`src/rtl/mpc_pkg.sv`:
```
package mpc_pkg;
    localparam int NPROC     = 4;
    localparam int WORD_W    = 64;
    localparam int ID_W      = $clog2(NPROC);
    localparam int ARB_W     = 4;
    localparam int RW_W      = 4;
    localparam int TMR_LSB   = 4;
    localparam int IPI_LSB   = 8;
    localparam int REQ_LSB   = 12;
    localparam int WON_LSB   = 16;
    localparam int TRY_LSB   = 20;
    localparam int ACLR_BIT  = 20;
    localparam int ERR_BIT   = 28;
    localparam int RW_LSB    = 40;

    typedef struct packed {
        logic [RW_W-1:0]  rw;
        logic [ARB_W-1:0] try_f;
        logic [ARB_W-1:0] won;
        logic [NPROC-1:0] ipi;
        logic [NPROC-1:0] tmr;
    } mpc_state_t;
endpackage

```
`src/rtl/mpc_next.sv`:
```
module mpc_next
    import mpc_pkg::*;
(
    input  mpc_state_t        cur_q,
    input  logic              wr_en,
    input  logic [WORD_W-1:0] wr_data,
    input  logic [NPROC-1:0]  timer_set,
    output mpc_state_t        nxt_d
);
    logic [NPROC-1:0] tset_v;

    // one set path per processor
    for (genvar gi = 0; gi < NPROC; gi++) begin : g_tset
        assign tset_v[gi] = timer_set[gi];
    end

    always_comb begin
        nxt_d = cur_q;
        if (wr_en) begin
            // stage 1: write-one-to-clear
            nxt_d.ipi = nxt_d.ipi & ~wr_data[IPI_LSB +: NPROC];
            nxt_d.tmr = nxt_d.tmr & ~wr_data[TMR_LSB +: NPROC];
            // stage 2: arbitration clear
            if (wr_data[ACLR_BIT]) begin
                nxt_d.won   = '0;
                nxt_d.try_f = '0;
            end
            // stage 3: set rules
            nxt_d.try_f = nxt_d.try_f | wr_data[TRY_LSB +: ARB_W];
            if (nxt_d.won == '0) begin
                nxt_d.won = wr_data[WON_LSB +: ARB_W];
            end
            nxt_d.ipi = nxt_d.ipi | wr_data[REQ_LSB +: NPROC];
            nxt_d.rw  = wr_data[RW_LSB +: RW_W];
        end
        // timer pulses come last and so win over a clear
        nxt_d.tmr = nxt_d.tmr | tset_v;
    end
endmodule

```
`src/rtl/mpc_rd_merge.sv`:
```
module mpc_rd_merge
    import mpc_pkg::*;
(
    input  mpc_state_t        cur_q,
    input  logic [ID_W-1:0]   req_id,
    output logic [WORD_W-1:0] rd_data
);
    always_comb begin
        rd_data = '0;
        rd_data[TMR_LSB +: NPROC] = cur_q.tmr;
        rd_data[IPI_LSB +: NPROC] = cur_q.ipi;
        rd_data[WON_LSB +: ARB_W] = cur_q.won;
        rd_data[TRY_LSB +: ARB_W] = cur_q.try_f;
        rd_data[RW_LSB +: RW_W]   = cur_q.rw;
        rd_data[ERR_BIT]          = 1'b0;
        rd_data[ID_W-1:0]         = req_id;
    end
endmodule

```
`src/rtl/mpc_reg.sv`:
```
module mpc_reg
    import mpc_pkg::*;
(
    input  logic              clk,
    input  logic              rst_n,
    input  logic              wr_en,
    input  logic [63:0]       wr_data,
    input  logic [1:0]        req_id,
    input  logic [3:0]        timer_set,
    output logic [63:0]       rd_data,
    output logic [3:0]        ipi_irq,
    output logic [3:0]        timer_irq
);
    mpc_state_t st_q;
    mpc_state_t st_d;

    mpc_next u_next (
        .cur_q     (st_q),
        .wr_en     (wr_en),
        .wr_data   (wr_data),
        .timer_set (timer_set),
        .nxt_d     (st_d)
    );

    always_ff @(posedge clk) begin
        if (!rst_n) begin
            st_q <= '0;
        end else begin
            st_q <= st_d;
        end
    end

    mpc_rd_merge u_rd (
        .cur_q   (st_q),
        .req_id  (req_id),
        .rd_data (rd_data)
    );

    assign ipi_irq   = st_q.ipi;
    assign timer_irq = st_q.tmr;
endmodule

```
`config.mk`:
```
export PLATFORM = sky130hd
export DESIGN_NAME = mpc_reg
export DESIGN_NICKNAME = d
export VERILOG_FILES = /design/src/rtl/mpc_pkg.sv /design/src/rtl/mpc_next.sv /design/src/rtl/mpc_rd_merge.sv /design/src/rtl/mpc_reg.sv
export SDC_FILE = /design/constraint.sdc
export NUM_CORES = 1
export LEC_CHECK = 0
export ABC_AREA = 1
export BUFFER_PORTS_ARGS = -buffer_cell sky130_fd_sc_hd__clkbuf_2
export CORE_MARGIN = 5
export CORE_UTILIZATION = 33
export CTS_BUF_LIST = sky130_fd_sc_hd__clkbuf_2 sky130_fd_sc_hd__clkbuf_4 sky130_fd_sc_hd__clkbuf_8
export CTS_CLUSTER_SIZE = 24
export DETAILED_ROUTE_END_ITERATION = 12
export PLACE_DENSITY = 0.81
export SLEW_MARGIN = 0
export SYNTH_ARGS = -nofsm -noshare
export SYNTH_HDL_FRONTEND = slang
export SYNTH_SLANG_ARGS = --single-unit
```
`constraint.sdc`:
```
create_clock -name clk -period 1 [get_ports clk]
set_clock_uncertainty 0.05 [all_clocks]
set_input_delay 0.2 -clock clk [delete_from_list [all_inputs] [get_ports clk]]
set_output_delay 0.2 -clock clk [all_outputs]
set_load 0.005 [all_outputs]
```
* Yosys cells after proc, flatten, opt, wreduce, memory -nomap -nowiden
Cells that the tools add are included.
** Storage, ports and cells
- Bits in registers :: 20
- Word-level logic and storage cells :: 17
** Cells by class
- Multiplexer cells :: 4
- Bitwise operators :: 7
- Reductions and logical operators :: 1
** Operator list (count)
- 8-bit two-way mux :: 2
- 4-bit OR :: 3
- 4-bit bitwise AND :: 2
- 4-bit two-way mux :: 2
- 4-bit inverter :: 2
- 4-bit logical NOT :: 1

* Longest topological paths before layout
Gate-level depths: netlist of the first run.
- Depth after elaboration :: 4
- Gate-level depth with buffers :: 5
- Depth with buffers taken out :: 5

* Hierarchy
From an unflattened synthesis of the first run, not the netlist that was laid out.
** Second synthesis, totals
- Cell total of the unflattened synthesis :: 198
- Area total of the unflattened synthesis :: 1432.6 µm²
** Modules (own cells, without submodules)
- mpc_reg :: times used 1, cells an instance 70, area an instance 633.1 µm², seq. area each 400.4 µm²
- mpc_rd_merge :: times used 1, cells an instance 65, area an instance 484.2 µm², seq. area each 0.0 µm²
- mpc_next :: times used 1, cells an instance 63, area an instance 315.3 µm², seq. area each 0.0 µm²

* Worst setup path before layout of the first run
No wires, ideal clock.
- Path kind :: reg2reg
- Start point :: register st_q[10] (netlist name)
- End point :: register st_q[10] (netlist name)
- Library setup time :: 0.070 ns
- Arrival :: 0.694 ns
- Data required time :: 0.880 ns
- Path slack :: 0.186 ns
- Cell stages (with the launch flop) :: 6
- Path buffers :: 0
- Cell sequence :: dfxtp_1 > nor2_1 > nand2_1 > nand2_1 > nand2_1 > a21oi_1
** On the way
- Word-level cells in the longest chain between the ends :: 4
** Ends and longest elaborated chain
- start: declaration :: RTL line mpc_reg.sv:14 : mpc_state_t st_q;
- start signal: assignment :: RTL line mpc_reg.sv:29 : st_q <= st_d;
- 8-bit two-way mux (*) :: RTL line mpc_next.sv:24 : if (wr_data[ACLR_BIT]) begin
- 8-bit two-way mux (*) :: RTL line mpc_next.sv:19 : if (wr_en) begin
- 4-bit logical NOT :: RTL line mpc_next.sv:30 : if (nxt_d.won == '0) begin
- 4-bit two-way mux (*) :: RTL line mpc_next.sv:30
Every way passes the cells marked *; elsewhere a longest branch is shown, timed or not. The select of a mux whose other input is x is not followed.
A chain may end at the register's enable or synchronous reset.

* Worst setup path after layout of the first run
- Start point :: register st_q[10] (netlist name)
- End point :: output port rd_data[18]
** RTL lines
- end: declaration :: RTL line mpc_reg.sv:10 : output logic [63:0] rd_data,
No word-level cell between the ends.

==> run summary, run 1 <==
Hold Vio Cnt, Final -> 0
Largest net degree at the start of global routing -> 21
Area growth from synthesis to layout -> 18.6%
Ys async rst share -> 0
Clk_lat worst skew -> 0.29 ns
Startpoint types -> flop
Worst hold margin -> 0.0575 ns
PortBufs -> 58
Clock transition at the registers of the reported paths -> 0.11 ns
Share of the synthesized area in the top cell type -> 0.340
PwrDens -> 1230 nW/µm²
Worst Setup Path Type -> flop to output port
# IOs -> 145
Power consumption -> 1.72 mW
Min-Delay Path Class -> input pin to flop
Fin crit share -> 1.02
CTS tree -> yes
Max frequency -> 980 MHz
Avg WL per Cell -> 9.70 µm
Crit path cell chain -> clkbuf_2
Top cells by count, synth -> buf_4 (53), nand2_1 (34), dfxtp_1 (20)
Die Y -> 69.7 µm
Worst reg2reg path depth -> 6
Slowest CP cell -> dfxtp_2
Synth Register Bits -> 20
Post-Synthesis Cells -> 156
CP required -> 0.75 ns
Final worst setup slack -> -0.0208 ns
Final setup vio count -> 12
WHS Path Cells -> 3
Post-synth EDFFs -> 0
Critical path endpoint category -> output port
Synth Flop Type -> dfxtp_1
Failing checks -> setup timing
Die Area -> 4860 µm²
Status -> complete, but fails checks
Fraction of layout cells with a size suffix above 1 -> 0.481
VDD IR max -> 364 µV
Average vias per placed instance -> 3.75
# hold bufs at CTS -> 0
Top area cells in the synthesized netlist -> dfxtp_1 (34%), buf_4 (34%), nand2_1 (11%), a21oi_1 (6.0%), nor2_1 (4.5%)
Antenna-violating nets left -> 0
Crit path DAT -> 0.77 ns
Root buf cell -> clkbuf_4
Routed wire length -> 2450 µm
Finished Layout Cells -> 252
Dpl hpwl -> 1940 µm
Via count -> 944
Final instance area -> 1400 µm²
Register area share after synthesis -> 0.340
Cell family with most CP delay -> flip-flops
RSZ-0062 raised after global routing -> true
Count of different cell masters after synthesis -> 13
Setup TNS -> -0.0827 ns
Gr usage total -> 0.0933
Iteration-0 DRC Markers -> 7
Synth Cell Area -> 1180 µm²
CP Buf/Inv Count -> 1
Core ar. -> 3390 µm²
H-tree depth -> 1
Routability cong. -> 0.741
Final core occ -> 0.412
Dpl cell area -> 1260 µm²
DP Cell Count -> 246
Largest stage delay on the critical path -> 0.36 ns
Slew Limit Fails -> 0
Residual DRC count -> 0
Stages on the worst setup path -> 1
Most common cell in the synthesized netlist -> buf_4
Sink Count -> 20
Clock Path Buffers -> 2
Die X-Extent -> 69.7 µm
Fin crit period -> 1.02 ns
Dpl ws -> 0.0415 ns
Initial Util -> 0.347
Fillcell total -> 360
DRT Pass-1 Iters -> 3
Yosys Warn Count -> 0
Initial antenna violation count -> 0
Max-Cap Viols -> 0
Total Nets Final -> 280
Vias in the first global route -> 848
# diodes -> 0
Worst Path Max Fanout -> 3
Post-synthesis average cell area -> 7.54 µm²
Post-synth top area cell -> dfxtp_1
Global-route wire length before repair -> 3770 µm
Total gr overflow -> 0
Leakage power -> 0.783 nW
TritonCTS Buffers -> 3
# rows -> 21
==> report_power, final <==
group	leakage (nW)	internal, mW	total [mW]	switching [mW]
Combinational	0.590	0.170	0.357	0.187
Clock	0.0210	0.222	0.466	0.244
Sequential	0.172	0.861	0.896	0.0345
==> layout by cell type (no fill, tap or decap) <==
cell       n
a21oi_1   11
dfxtp_2   20
clkbuf_2  53
nand2_2    6
nor2_2     1
nor2_1    13
clkbuf_8   1
inv_2      2
buf_6      6
conb_1    42
inv_1      6
clkbuf_4   3
o21ai_0    4
buf_12     1
buf_4      1
nand2_1   31
a21oi_2    5
==> state kept, by name (all words and copies together) (netlist names) <==
name and cells:
st_q 12, ipi_irq 4, timer_irq 4
==> per-layer routing <==
layer / track usage / vias to the layer above / routed length (µm)
met3: 0.0406 / 4 / 353
met1: 0.111 / 392 / 984
met2: 0.155 / 60 / 1090
met5: 0 / - / 0
met4: 0.0213 / 0 / 14
li1: - / 488 / -
==> worst paths after layout <==
path | start | endpoint | slack (ns)
setup / recovery | st_q[10] | rd_data[18] | -0.02
hold / removal | timer_set[3] | timer_irq[3] | 0.06
setup reg to reg | st_q[11] | st_q[8] | 0.02
hold reg to reg | st_q[12] | st_q[12] | 0.41
==> cell families (layout without fill, tap and decap cells) <==
family,count (synthesis),count (layout),share of synthesized area
buffers and inverters,64,73,0.396
AO/OA/AOI/OAI,20,20,0.0915
flip-flops,20,20,0.340
other,1,42,0.00319
AND/OR/NAND/NOR,51,51,0.169
==> cell type report <==
class | count | area (µm²) | share of cell area
Clock buffer | 4 | 36.3 | 0.0260
Inverter | 8 | 30.0 | 0.0215
Multi-Input combinational cell | 113 | 485 | 0.348
Sequential cell | 20 | 425 | 0.305
Tap cell | 46 | 57.6 | 0.0413
Timing Repair Buffer | 61 | 360 | 0.258
==> repair_timing <==
action,4_1_cts,5_1_grt
pin swaps,0,3
hold endpoints to repair,0,0
cloned,0,0
setup endpoints to repair,28,32
gates resized for setup,21,13
setup buffers,1,1
Note: power is estimated with default switching activity, not from simulation.
==> run 2: changes to the inputs <==
BUFFER_PORTS_ARGS = not set   (was -buffer_cell sky130_fd_sc_hd__clkbuf_2)
CORE_UTILIZATION = 40   (was 33)
DONT_BUFFER_PORTS = 1   (was not set)
PLACE_DENSITY = 0.53   (was 0.81)
==> run 2 against run 1 <==
Register-to-register slack improved by 0.10 ns. Critical path depth unchanged. First-iteration DRC count increased to 3.1 times the previous value. The flow now finishes without violations. Non-clock buffer count decreased by 40. Cell area decreased by 15%. Worst hold slack got worse by 0.042 ns. Fmax increased by 3.0%. Utilization increased by 1.3 points. Clock-buffer cell count decreased by 1.
==> run summary, run 2 (synthesized netlist as in run 1, its figures left out) <==
Hold Vio Cnt, Final -> 0
Slew Limit Fails -> 0
Average vias per placed instance -> 4.27
Core ar. -> 2780 µm²
Routed wire length -> 2460 µm
Crit path DAT -> 0.74 ns
Gate power share -> 0.158
Met2 usage -> 0.200
Share of power burned in registers -> 0.599
Routability cong. -> 0.752
Worst Path Max Fanout -> 2
Startpoint types -> flop
Min-Delay Path Class -> input pin to flop
Commonest non-fill, non-tap cell in the layout -> conb_1
DRT Pass-1 Iters -> 4
CP Buf/Inv Count -> 1
Clock transition at the registers of the reported paths -> 0.11 ns
Largest register FFs -> 12
Met3 usage -> 0.0385
Status -> complete, no violations
Final worst setup slack -> 0.00926 ns
Vias in the first global route -> 818
Total gr overflow -> 0
Crit path cell chain -> buf_6
Die X-Extent -> 64.2 µm
Via count -> 837
Fraction of layout cells with a size suffix above 1 -> 0.115
Power Internal -> 1.10 mW
Max frequency -> 1010 MHz
Final core occ -> 0.425
Largest stage delay on the critical path -> 0.34 ns
Sw Pwr -> 408 µW
Clock power share -> 0.243
Global-route wire length before repair -> 3570 µm
# IOs -> 145
Clk_lat worst skew -> 0.29 ns
Sw Share -> 0.270
Slowest CP cell -> dfxtp_2
Biggest register -> st_q
TritonCTS Buffers -> 3
Initial Util -> 0.423
Die Area -> 4120 µm²
Cell family with most CP delay -> flip-flops
Leakage power -> 0.592 nW
RSZ-0062 raised after global routing -> true
Commonest non-fill, non-tap cells in the layout -> conb_1 (42), nand2_1 (33), dlygate4sd3_1 (18)
Avg WL per Cell -> 12.5 µm
Sink Count -> 20
CTS tree -> yes
Iteration-0 DRC Markers -> 22
Gr usage total -> 0.109
Worst Setup Path Type -> flop to output port
Fin crit period -> 0.991 ns
Antenna-violating nets left -> 0
Fin crit share -> 0.991
M1 GR Usage -> 0.110
Initial antenna violation count -> 0
# diodes -> 0
Final setup vio count -> 0
Most utilized layer in the global route result -> met2
Fillcell total -> 297
Root buf cell -> clkbuf_4
VDD IR max -> 676 µV
# rows -> 19
Residual DRC count -> 0
Area growth from synthesis to layout -> 0.425%
PwrDens -> 1280 nW/µm²
Clock Path Buffers -> 2
H-tree depth -> 1
Largest net degree at the start of global routing -> 20
Critical path endpoint category -> output port
Dpl ws -> 0.0988 ns
Total Nets Final -> 240
Max-Cap Viols -> 0
Dpl hpwl -> 1650 µm
Die Y -> 64.2 µm
CP required -> 0.75 ns
Flop2flop setup slack -> 0.12 ns
PortBufs -> 0
Setup TNS -> 0 ns
==> run 2: cell count changes in the layout (fill, tap and decap cells not counted), sizes merged <==
cell / before / now
buf: 8 / 2
dlygate4sd3: 0 / 18
clkbuf: 57 / 3
dlymetal6s4s: 0 / 1
==> run 2: repair_timing <==
item	4_1_cts	5_1_grt
gates resized for setup	4	6
hold buffers	17	2
pin swaps	0	0
endpoints found under the setup margin	2	19
buffers inserted	0	0
hold endpoints to repair	15	1
==> run 2: path summary, 6_finish.rpt <==
check | start | end | cells after the start
min reg2reg | st_q[12] | st_q[12] | 2
max reg2reg | st_q[10] | st_q[10] | 5
max | st_q[10] | rd_data[18] | 1
min | wr_data[9] | ipi_irq[1] | 3
==> run 2: through the flow <==
step	instance area, µm²	total power [mW]	hold WS [ns]	std cells
2_1_floorplan	1330	1.22	0.267	197
3_3_place_gp	948	1.08	0.272	174
3_5_place_dp	948	1.08	0.280	174
4_1_cts	1150	1.53	0.0000842	194
5_1_grt	1180	1.63	0.00617	196
6_report	1180	1.51	0.0152	196
==> run 2: layout make-up <==
class                   count  area (µm²)  share of cell area
clock buffers               3        22.5              0.0191
multi-input cells         113         467               0.395
well taps                  31        38.8              0.0328
inverters                   8        30.0              0.0254
flip-flops and latches     20         408               0.345
repair buffers             21         215               0.182
==> run 2: power groups by stage <==
| stage | combinational (mW) | clock [mW] | sequential (mW) |
|---|---|---|---|
| floorplan | 0.317 | 0 | 0.906 |
| global placement | 0.157 | 0 | 0.918 |
| detailed placement | 0.162 | 0 | 0.919 |
| CTS | 0.223 | 0.399 | 0.903 |
| global route | 0.277 | 0.437 | 0.913 |
| finish | 0.239 | 0.368 | 0.904 |
==> run 2: metal layers <==
layer	share of wire	wire length, µm	up-vias
li1	-	-	404
met1	0.35	852	372
met2	0.50	1230	59
met3	0.15	360	2
met4	0.0037	9	0
met5	0	0	-
==> run 3: changes to the inputs <==
REMOVE_ABC_BUFFERS = 1   (was not set)
==> run 3 against run 2 <==
Setup slack better by 0.055 ns. Cell area up 1.8%. First-iteration DRC count rose by 36%. Non-clock buffer count fell by 2. Worst hold slack about the same. Wire length rose by 1.7%. Critical path depth down 1. Power rose by 19%. Sequential power increased by 0.9%. Highest routed layer unchanged. Flip-flop and latch count unchanged. Die area did not move.
==> run summary, run 3 (synthesized netlist as in run 1, its figures left out) <==
TritonCTS Buffers -> 3
PwrDens -> 1490 nW/µm²
Clk_lat worst skew -> 0.29 ns
Hold Vio Cnt, Final -> 0
Core ar. -> 2780 µm²
Largest net degree at the start of global routing -> 21
Routability cong. -> 0.695
DP Cell Count -> 172
Die Y -> 64.2 µm
Hold_sp -> wr_data[11]
Initial antenna violation count -> 0
Residual DRC count -> 0
Iteration-0 DRC Markers -> 30
Total gr overflow -> 0
Dpl hpwl -> 1680 µm
Commonest non-fill, non-tap cells in the layout -> conb_1 (42), nand2_1 (33), dlygate4sd3_1 (18)
Fin crit share -> 0.935
PortBufs -> 0
Vias in the first global route -> 795
Root buf cell -> clkbuf_4
Avg WL per Cell -> 12.8 µm
Critical R2R Launch -> st_q[10]
Slew Limit Fails -> 0
Area growth from synthesis to layout -> 2.23%
Biggest register -> st_q
Status -> complete, no violations
Commonest non-fill, non-tap cell in the layout -> conb_1
Worst Setup Path Type -> flop to output port
Clock Path Buffers -> 2
Die Area -> 4120 µm²
Crit path DAT -> 0.69 ns
Total Nets Final -> 238
Min-Delay Path Class -> input pin to flop
Global-route wire length before repair -> 3680 µm
Max frequency -> 1070 MHz
Routed wire length -> 2500 µm
H-tree depth -> 1
DRT Pass-1 Iters -> 4
Leakage power -> 0.592 nW
Average vias per placed instance -> 4.32
Worst hold margin -> 0.0153 ns
# rows -> 19
Worst Path Max Fanout -> 3
Sink Count -> 20
Finished Layout Cells -> 195
Die X-Extent -> 64.2 µm
# diodes -> 0
Max-Cap Viols -> 0
CP required -> 0.75 ns
Fin crit period -> 0.935 ns
Largest register FFs -> 12
Clock transition at the registers of the reported paths -> 0.12 ns
# IOs -> 145
# Post-CTS Setup Buffers -> 0
Critical path endpoint category -> output port
VDD IR max -> 973 µV
Initial Util -> 0.423
CTS tree -> yes
CP Launch Point -> timer_irq[0]
Gr usage total -> 0.115
Fraction of layout cells with a size suffix above 1 -> 0.152
Startpoint types -> flop
Via count -> 842
Final setup vio count -> 0
Antenna-violating nets left -> 0
[run 3: cell types whose count changed in the layout (fill, tap and decap cells not counted)]
cell       delta
dfxtp_1       -5
dfxtp_2       +5
a21oi_1       -2
a21oi_2       +2
buf_6         -2
bufinv_16     +1
[run 3: cell type report]
type                       instances  area, µm²
fill                             284       1580
multi-input combinational        113        474
sequential                        20        414
timing repair buffer              19        193
tap                               31       38.8
clock inverter                     1       30.0
inverter                           8       30.0
clock buffer                       3       22.5
[run 3: repair_timing]
item | in CTS | in global routing
endpoints found under the setup margin | 0 | 25
hold buffers | 19 | 0
gates resized for setup | 0 | 15
endpoints found under the hold margin | 15 | 0
[run 3: path summary, 6_finish.rpt]
| check | end | slack (ns) | cells past startpoint |
|---|---|---|---|
| worst max-delay path | timer_irq[0] | 0.06 | 0 |
| worst min-delay path | ipi_irq[3] | 0.02 | 3 |
| worst max register to register | st_q[10] | 0.10 | 5 |
| worst min register to register | st_q[12] | 0.43 | 2 |
[run 3: power by group]
group | total (mW) | switching, mW | leakage, nW | internal, mW
sequential | 0.912 | 0.0539 | 0.169 | 0.858
combinational | 0.230 | 0.130 | 0.395 | 0.100
clock | 0.650 | 0.246 | 0.0279 | 0.405
total | 1.79 | 0.429 | 0.592 | 1.36
[run 3: routing by layer]
metal,wire [µm],GRT usage,vias up,share of wire
li1,-,-,399,-
met1,831,0.112,362,0.33
met2,1180,0.210,77,0.47
met3,448,0.0578,4,0.18
met4,34,0.0382,0,0.014
met5,0,0,-,0
[run 3: metrics by stage]
step	worst slack [ns]	power (mW)	util	cell area (µm²)	setup TNS (ns)
finish	0.0645	1.79	0.432	1200	0
floorplan	0.186	1.04	-	895	0
global placement	0.107	1.07	0.336	933	0
detailed placement	0.0751	1.07	0.336	933	0
global route	-0.0170	1.90	0.432	1200	-0.0419
CTS	0.00668	1.80	0.423	1180	0
[run 3: tightest hold or removal path: stages]
cell and delay [ns]:
nand2_1 0.03, nand2_1 0.06, a21oi_2 0.04
